`config.mk`:
```
export PLATFORM = sky130hd
export DESIGN_NAME = asram_ctrl
export DESIGN_NICKNAME = d
export VERILOG_FILES = /design/src/rtl/asram_pkg.sv /design/src/rtl/asram_timer.sv /design/src/rtl/asram_fsm.sv /design/src/rtl/asram_datapath.sv /design/src/rtl/asram_ctrl.sv
export SDC_FILE = /design/constraint.sdc
export NUM_CORES = 1
export LEC_CHECK = 0
export BUFFER_PORTS_ARGS = -buffer_cell sky130_fd_sc_hd__buf_2
export CAP_MARGIN = 20
export CORE_MARGIN = 2
export CORE_UTILIZATION = 47
export DETAILED_ROUTE_END_ITERATION = 12
export PLACE_DENSITY = 0.79
export SYNTH_ARGS = -nofsm -noshare
export SYNTH_HDL_FRONTEND = slang
export SYNTH_SLANG_ARGS = --single-unit
```
`constraint.sdc`:
```
create_clock -name clk -period 2.1 [get_ports clk]
set_clock_uncertainty 0.2 [all_clocks]
set_input_delay 0.42 -clock clk [delete_from_list [all_inputs] [get_ports clk]]
set_output_delay 0.42 -clock clk [all_outputs]
set_load 0.05 [all_outputs]
```
`src/rtl/asram_pkg.sv`:
```
package asram_pkg;

   typedef enum logic [2:0] {
      ST_IDLE,
      ST_RD,
      ST_WSET,
      ST_WPUL,
      ST_WHLD,
      ST_REC
   } asram_st_t;

   function automatic int imax(input int a, input int b);
      return (a > b) ? a : b;
   endfunction

endpackage

```
`src/rtl/asram_timer.sv`:
```
module asram_timer #(
   parameter int CW = 3
) (
   input  logic          clk,
   input  logic          rst_n,
   input  logic          load,
   input  logic [CW-1:0] load_val,
   output logic          zero
);
   logic [CW-1:0] cnt_q;

   always_ff @(posedge clk or negedge rst_n) begin
      if (!rst_n) begin
         cnt_q <= '0;
      end else if (load) begin
         cnt_q <= load_val;
      end else if (cnt_q != '0) begin
         cnt_q <= cnt_q - 1'b1;
      end
   end

   assign zero = (cnt_q == '0);
endmodule

```
`src/rtl/asram_fsm.sv`:
```
module asram_fsm
   import asram_pkg::*;
#(
   parameter int CW     = 3,
   parameter int LEN_RD = 4,
   parameter int LEN_WP = 4,
   parameter int LEN_WH = 1,
   parameter int LEN_RC = 1
) (
   input  logic          clk,
   input  logic          rst_n,
   input  logic          req_valid,
   input  logic          req_write,
   input  logic          tmr_zero,
   output logic          tmr_load,
   output logic [CW-1:0] tmr_val,
   output logic          take,
   output logic          capture,
   output logic          idle,
   output logic          sel,
   output logic          we_n,
   output logic          oe_n,
   output logic          dq_oe,
   output logic          ack
);
   localparam logic [CW-1:0] LD_RD = CW'(LEN_RD - 1);
   localparam logic [CW-1:0] LD_WP = CW'(LEN_WP - 1);
   localparam logic [CW-1:0] LD_WH = CW'(LEN_WH - 1);
   localparam logic [CW-1:0] LD_RC = CW'(LEN_RC - 1);

   asram_st_t st_q, st_d;
   logic      ack_q, ack_d;

   always_comb begin
      st_d     = st_q;
      tmr_load = 1'b0;
      tmr_val  = '0;
      take     = 1'b0;
      capture  = 1'b0;
      ack_d    = 1'b0;
      unique case (st_q)
         ST_IDLE: begin
            if (req_valid) begin
               take = 1'b1;
               if (req_write) begin
                  st_d = ST_WSET;
               end else begin
                  st_d     = ST_RD;
                  tmr_load = 1'b1;
                  tmr_val  = LD_RD;
               end
            end
         end
         ST_RD: begin
            if (tmr_zero) begin
               capture  = 1'b1;
               ack_d    = 1'b1;
               st_d     = ST_REC;
               tmr_load = 1'b1;
               tmr_val  = LD_RC;
            end
         end
         ST_WSET: begin
            st_d     = ST_WPUL;
            tmr_load = 1'b1;
            tmr_val  = LD_WP;
         end
         ST_WPUL: begin
            if (tmr_zero) begin
               st_d     = ST_WHLD;
               tmr_load = 1'b1;
               tmr_val  = LD_WH;
            end
         end
         ST_WHLD: begin
            if (tmr_zero) begin
               ack_d    = 1'b1;
               st_d     = ST_REC;
               tmr_load = 1'b1;
               tmr_val  = LD_RC;
            end
         end
         ST_REC: begin
            if (tmr_zero) begin
               st_d = ST_IDLE;
            end
         end
         default: st_d = ST_IDLE;
      endcase
   end

   always_ff @(posedge clk or negedge rst_n) begin
      if (!rst_n) begin
         st_q  <= ST_IDLE;
         ack_q <= 1'b0;
      end else begin
         st_q  <= st_d;
         ack_q <= ack_d;
      end
   end

   always_comb begin
      idle  = (st_q == ST_IDLE);
      sel   = (st_q == ST_RD) || (st_q == ST_WSET) ||
              (st_q == ST_WPUL) || (st_q == ST_WHLD);
      we_n  = (st_q != ST_WPUL);
      oe_n  = (st_q != ST_RD);
      dq_oe = (st_q == ST_WSET) || (st_q == ST_WPUL) || (st_q == ST_WHLD);
   end

   assign ack = ack_q;
endmodule

```
`src/rtl/asram_datapath.sv`:
```
module asram_datapath #(
   parameter int AW = 15,
   parameter int DW = 8
) (
   input  logic          clk,
   input  logic          rst_n,
   input  logic          take,
   input  logic          capture,
   input  logic [AW-1:0] req_addr,
   input  logic [DW-1:0] req_wdata,
   input  logic [DW-1:0] ram_dq_in,
   output logic [AW-1:0] ram_addr,
   output logic [DW-1:0] ram_dq_out,
   output logic [DW-1:0] rd_data
);
   logic [AW-1:0] addr_q;
   logic [DW-1:0] wdat_q;
   logic [DW-1:0] rdat_q;

   always_ff @(posedge clk or negedge rst_n) begin
      if (!rst_n) begin
         addr_q <= '0;
         wdat_q <= '0;
      end else if (take) begin
         addr_q <= req_addr;
         wdat_q <= req_wdata;
      end
   end

   always_ff @(posedge clk or negedge rst_n) begin
      if (!rst_n) begin
         rdat_q <= '0;
      end else if (capture) begin
         rdat_q <= ram_dq_in;
      end
   end

   assign ram_addr   = addr_q;
   assign ram_dq_out = wdat_q;
   assign rd_data    = rdat_q;
endmodule

```
`src/rtl/asram_ctrl.sv`:
```
module asram_ctrl
   import asram_pkg::*;
#(
   parameter int AW    = 15,
   parameter int DW    = 8,
   parameter int T_RD  = 4,
   parameter int T_CYC = 4,
   parameter int T_WP  = 4,
   parameter int T_DS  = 3,
   parameter int T_WH  = 1,
   parameter int T_REC = 1
) (
   input  logic          clk,
   input  logic          rst_n,
   input  logic          req_valid,
   output logic          req_ready,
   input  logic          req_write,
   input  logic [AW-1:0] req_addr,
   input  logic [DW-1:0] req_wdata,
   output logic          ack,
   output logic [DW-1:0] rd_data,
   output logic [AW-1:0] ram_addr,
   output logic          ram_en_n,
   output logic          ram_en,
   output logic          ram_we_n,
   output logic          ram_oe_n,
   output logic [DW-1:0] ram_dq_out,
   output logic          ram_dq_oe,
   input  logic [DW-1:0] ram_dq_in
);
   localparam int LEN_RD  = imax(T_RD, T_CYC);
   localparam int LEN_WH  = imax(T_WH, T_CYC - 1 - T_WP);
   localparam int LEN_MAX = imax(imax(LEN_RD, T_WP), imax(LEN_WH, T_REC));
   localparam int CW      = imax(1, $clog2(LEN_MAX + 1));

   initial begin
      assert (AW >= 1 && DW >= 1) else $fatal(1, "asram_ctrl: bad widths");
      assert (T_RD >= 1 && T_CYC >= 1) else $fatal(1, "asram_ctrl: bad read timing");
      assert (T_WP >= 1 && T_WH >= 1 && T_REC >= 1) else $fatal(1, "asram_ctrl: bad write timing");
      assert (T_DS <= T_WP + 1) else $fatal(1, "asram_ctrl: data setup exceeds drive window");
   end

   logic          tmr_load, tmr_zero, take, capture, sel;
   logic [CW-1:0] tmr_val;

   asram_timer #(.CW(CW)) u_tmr (
      .clk      (clk),
      .rst_n    (rst_n),
      .load     (tmr_load),
      .load_val (tmr_val),
      .zero     (tmr_zero)
   );

   asram_fsm #(
      .CW     (CW),
      .LEN_RD (LEN_RD),
      .LEN_WP (T_WP),
      .LEN_WH (LEN_WH),
      .LEN_RC (T_REC)
   ) u_fsm (
      .clk       (clk),
      .rst_n     (rst_n),
      .req_valid (req_valid),
      .req_write (req_write),
      .tmr_zero  (tmr_zero),
      .tmr_load  (tmr_load),
      .tmr_val   (tmr_val),
      .take      (take),
      .capture   (capture),
      .idle      (req_ready),
      .sel       (sel),
      .we_n      (ram_we_n),
      .oe_n      (ram_oe_n),
      .dq_oe     (ram_dq_oe),
      .ack       (ack)
   );

   asram_datapath #(.AW(AW), .DW(DW)) u_dp (
      .clk        (clk),
      .rst_n      (rst_n),
      .take       (take),
      .capture    (capture),
      .req_addr   (req_addr),
      .req_wdata  (req_wdata),
      .ram_dq_in  (ram_dq_in),
      .ram_addr   (ram_addr),
      .ram_dq_out (ram_dq_out),
      .rd_data    (rd_data)
   );

   assign ram_en_n = ~sel;
   assign ram_en   = sel;
endmodule

```
## After elaboration in Yosys (flattened, before gate mapping)

Index checks and enable logic that the tools add are counted.

| word-level totals | value |
|---|---|
| logic and storage cells | 50 |
| output and inout port bits | 38 |
| bits of input ports | 35 |
| flip-flop bits (word level) | 38 |

| operators by class | value |
|---|---|
| multiplexer cells | 19 |
| reduce and logical (&&, ||, !) cells | 12 |
| bitwise operators | 1 |
| $add $sub $neg | 1 |
| equality and inequality tests | 11 |

Operators with widths:

| kind | count |
|---|---|
| $mux W3 | 7 |
| $pmux W3 S5 | 1 |
| $mux W1 | 7 |
| $eq A3 B2 Y1 const B | 2 |
| $eq A3 B3 Y1 const B | 2 |
| $logic_not A3 Y1 | 2 |
| $ne A2 B2 Y1 const B | 3 |
| $pmux W3 S2 | 1 |
| $logic_or A1 B1 Y1 | 5 |
| $mux W2 | 2 |
| $reduce_and A4 Y1 | 1 |
| $eq A3 B1 Y1 const B | 1 |
| $ne A3 B1 Y1 const B | 1 |
| $ne A3 B2 Y1 const B | 1 |
| $pmux W1 S3 | 1 |
| $reduce_bool A3 Y1 | 1 |
| $reduce_or A3 Y1 | 1 |
| $sub A3 B1 Y3 const B | 1 |
| $ne A2 B1 Y1 const B | 1 |
| $reduce_bool A2 Y1 | 1 |
| $reduce_or A2 Y1 | 1 |
| $not A1 Y1 | 1 |

## Depth between registers and ports, before layout

| depth | value |
|---|---|
| word-level depth | 5 |
| gate-level depth with buffers | 7 |
| gate-level depth less buffers | 6 |

## Cells and area by module

From an unflattened synthesis, not the netlist that was laid out.

| second synthesis, totals | value |
|---|---|
| cell total of the unflattened synthesis | 125 |
| area, all modules | 1679.1 um^2 |

Modules (own cells, without submodules):

| module | area an instance (um^2) | cells each | instances | sequential area each (um^2) |
|---|---|---|---|---|
| asram_datapath | 1152.4 | 65 | 1 | 775.7 |
| asram_fsm | 322.8 | 38 | 1 | 100.1 |
| asram_timer | 200.2 | 21 | 1 | 75.1 |
| asram_ctrl | 3.8 | 1 | 1 | 0.0 |

## Least setup slack after synthesis

Ideal clock, no wire load.

| timing | value |
|---|---|
| path type | register to output |
| start point | register u_fsm.st_q[2] |
| end point | output port ram_en_n |
| cell stages (with the launch flop) | 4 |
| arrival time | 1.984 ns |
| data required time | 1.480 ns |
| slack | -0.504 ns |
| buffers on the path | 1 |
| cells stage by stage | dfrtp_1 buf_1 xnor2_1 inv_1 |

| between the ends | value |
|---|---|
| cells in the longest elaborated chain, start to end | 5 |
| elaborated cells between the ends (all ways) | 8 |
| classes of those cells | eq/ne: 4; bitwise: 1; reduce/logical: 3 |

Ends and longest elaborated chain:

| element | line | text |
|---|---|---|
| start, declared | asram_fsm.sv:31 | `asram_st_t st_q, st_d;` |
| start signal, assigned | asram_fsm.sv:97 | `st_q <= st_d;` |
| $eq A3 B1 Y1 or $eq A3 B2 Y1 (tied branches) | asram_fsm.sv:104 | `sel = (st_q == ST_RD) \|\| (st_q == ST_WSET) \|\|` |
| $logic_or A1 B1 Y1 (2 in a row) | asram_fsm.sv:104 |  |
| $logic_or A1 B1 Y1 (*) | asram_fsm.sv:105 | `(st_q == ST_WPUL) \|\| (st_q == ST_WHLD);` |
| named net ram_en | asram_ctrl.sv:24 | `output logic ram_en,` |
| $not A1 Y1 (*) | asram_ctrl.sv:91 | `assign ram_en_n = ~sel;` |
| end, declared | asram_ctrl.sv:23 | `output logic ram_en_n,` |

The timed path passes the listed nets; every way through them passes the cells marked *.

## Final worst setup path

| timing | value |
|---|---|
| start point | register u_fsm.st_q[1] |
| end point | output port ram_we_n |

| between the ends | value |
|---|---|
| cells in the longest elaborated chain, start to end | 1 |

Ends and longest elaborated chain:

| element | line | text |
|---|---|---|
| $ne A3 B2 Y1 | asram_fsm.sv:106 | `we_n = (st_q != ST_WPUL);` |
| end, declared | asram_ctrl.sv:25 | `output logic ram_we_n,` |

No other way between the ends.

==> metrics.cfg <==
[final_layout]
nets = 243
fillers = 243
area_delta_synth_final_pct = 36.9
regArea_um2 = 955
drive_above_1_share_pct = 65.7
multi_input_area_um2 = 692
diodes = 0

[grt]
grt_pass1_wl_mm = 6.07
grt_pass1_vias = 1324
grt.total_usage_pct = 19.4
antenna_found_initial = 0
grt_max_degree = 24
grt.overflow.total = 0

[outcome]
status = complete, no violations

[critical_path]
critPathMaxFanout = 5
arrival_ns = 1.45
worst_setup_path_end_kind = output port
critPathRequiredTime_ns = 1.48
worstSetupPathType = register to output port
cp-start-kind = register

[yosys]
synthTopCellsByArea = dfrtp_1, mux2_4, mux2_2
synth_cells = 117
synth-warning-count = 0
synthArstFlopShare_pct = 100
synth_edf_count = 0
ys_seq_elements = 38
yosysMostFrequentCell = dfrtp_1
synth_top_area_share_pct = 56.3
ys_seq_area_share_pct = 56.3
synth_largest_area_cell = dfrtp_1
syn_nets = 154
synth_cell_types = 31
ys.flop_type = dfrtp_1
syn_area_um2 = 1690
syn_area_per_cell_um2 = 14.4
synthTopCellsByCount = dfrtp_1, mux2_4, mux2_2

[clock_network]
cts.clk_slew.worst_paths_ns = 0.11
clk_latency_ns = 0.33
cts_sinks = 38
cts_buffer_depth = 2
root_buffer = clkbuf_4
cts_tree = done
cts-buffers-inserted = 5
htreeDepth = 2

[drt]
wl_mm = 3.67
drc_errors = 0
dr.pass1.iters = 4
drtIter0Drc = 46
routed_via_density = 4.95
post_drt_wl_per_cell_um = 14.5
antenna_left = 0
vias = 1253

[placement]
hpwlAfterDp_mm = 2.59
gp_congestion = 0.834
io_buffers = 72

[timing]
tightest_slew_ns = 0.453
slew_headroom_pct = 69.8
tns_ns = 0
finalSetupViolations = 0
period_share_pct = 98.5
timing.final.max_slew_violations = 0
fmax_ghz = 0.484
hold_viol = 0
rsz0062_at_grt = yes
fin_crit_ns = 2.07

[floorplan]
coreArea_um2 = 3390
die_y_um = 63.9
die_w_um = 63.9
io_pins = 73
initial_utilization_pct = 49.8
dieArea_um2 = 4090
num_rows = 21

[flow_run]
maxCapViolCount = 0

[hold_path]
hold_path.class = primary input to register

==> logic make-up (layout without fill, tap and decap cells) <==
family / Yosys count / after routing / share of synthesized area, %
AOI/OAI and AO/OA: 10 / 10 / 3.71
xor gates and xnor gates: 1 / 1 / 0.519
adders and majority gates: 2 / 2 / 1.48
buffers and inverters: 11 / 101 / 4.30
DFF: 38 / 38 / 56.3
muxes: 31 / 31 / 25.1
and+or+nand+nor: 24 / 24 / 8.53
==> per-stage QoR <==
step | std cells | utilization, % | hold WS (ns) | setup WS (ns) | area, um2
after floorplan | 117 | - | -0.0756 | -0.122 | 1700
after global placement | 233 | 62.2 | 0.180 | 0.199 | 2110
after detailed placement | 233 | 62.2 | 0.197 | 0.164 | 2110
after CTS | 251 | 67.3 | 0.101 | 0.00919 | 2280
after global routing | 253 | 68.2 | 0.0900 | -0.0362 | 2310
final | 253 | 68.2 | 0.114 | 0.0322 | 2310
==> final cells by class <==
type                    count  area share (%)
flip-flops and latches     38            41.3
multi-input cells          68            29.9
repair buffers             88            22.8
well taps                  46            2.49
clock buffers               7            2.38
inverters                   5           0.812
clock inverters             1           0.217
==> layer usage <==
metal  GRT usage [%]  up-vias  part of all wire [%]
met5               0        -                     0
met3            7.22        8                   8.7
li1                -      586                     -
met1            21.4      605                    37
met4            5.16        0                   1.7
met2            34.6       54                    53
==> critical path, cell delays in order, from the launching register on <==
cell     delay (ns)
dfrtp_2        0.42
buf_12         0.12
inv_1          0.10
or2_2          0.32
buf_6          0.16
==> flip-flops by register name (all words and copies together) (netlist names) <==
name,flops
u_fsm.st_q,3
u_fsm.ack,1
u_dp.ram_dq_out,8
u_tmr.cnt_q,3
u_dp.rd_data,8
u_dp.ram_addr,15
==> timing repair <==
action / 4_1_cts / 5_1_grt
endpoints found under the hold margin: 18 / 0
gates cloned: 0 / 0
hold buffers: 1 / 0
setup buffers: 9 / 2
resized for setup: 9 / 7
endpoints found under the setup margin: 3 / 4
pin swaps: 0 / 1
==> final timing paths <==
path / slack (ns) / endpoint / from / depth (start not counted)
worst min register to register: 0.31 / u_dp.rd_data[1] / u_dp.rd_data[1] / 1
max in group asynchronous: 0.87 / u_dp.ram_dq_out[4] / rst_n / 3
worst max-delay path: 0.03 / ram_we_n / u_fsm.st_q[1] / 4
worst min-delay path: 0.11 / u_dp.rd_data[1] / ram_dq_in[1] / 2
worst max register to register: 0.22 / u_dp.ram_dq_out[1] / u_fsm.st_q[1] / 4
min in group asynchronous: 0.37 / u_dp.rd_data[7] / rst_n / 2
==> cells in the final DEF (no fill, tap or decap), drive strengths merged <==
cell type / synthesis / routed
inv: 5 / 5
nor2: 6 / 6
o21a: 1 / 1
o221ai: 1 / 1
clkbuf: 1 / 8
nor2b: 1 / 1
nand3: 3 / 3
o21ai: 4 / 4
clkinv: 0 / 1
buf: 5 / 86
ha: 2 / 2
mux2: 31 / 31
nand4: 1 / 1
or3b: 1 / 1
a21oi: 2 / 2
dlygate4sd3: 0 / 1
and4: 1 / 1
or2: 1 / 1
a2bb2oi: 1 / 1
nand2: 2 / 2
xnor2: 1 / 1
nand2b: 4 / 4
dfrtp: 38 / 38
and2: 1 / 1
nor4: 1 / 1
nor3: 2 / 2
o211ai: 1 / 1
Power is not shown: default switching activity piles up to over one toggle a cycle in this logic, so the estimate is an artifact.
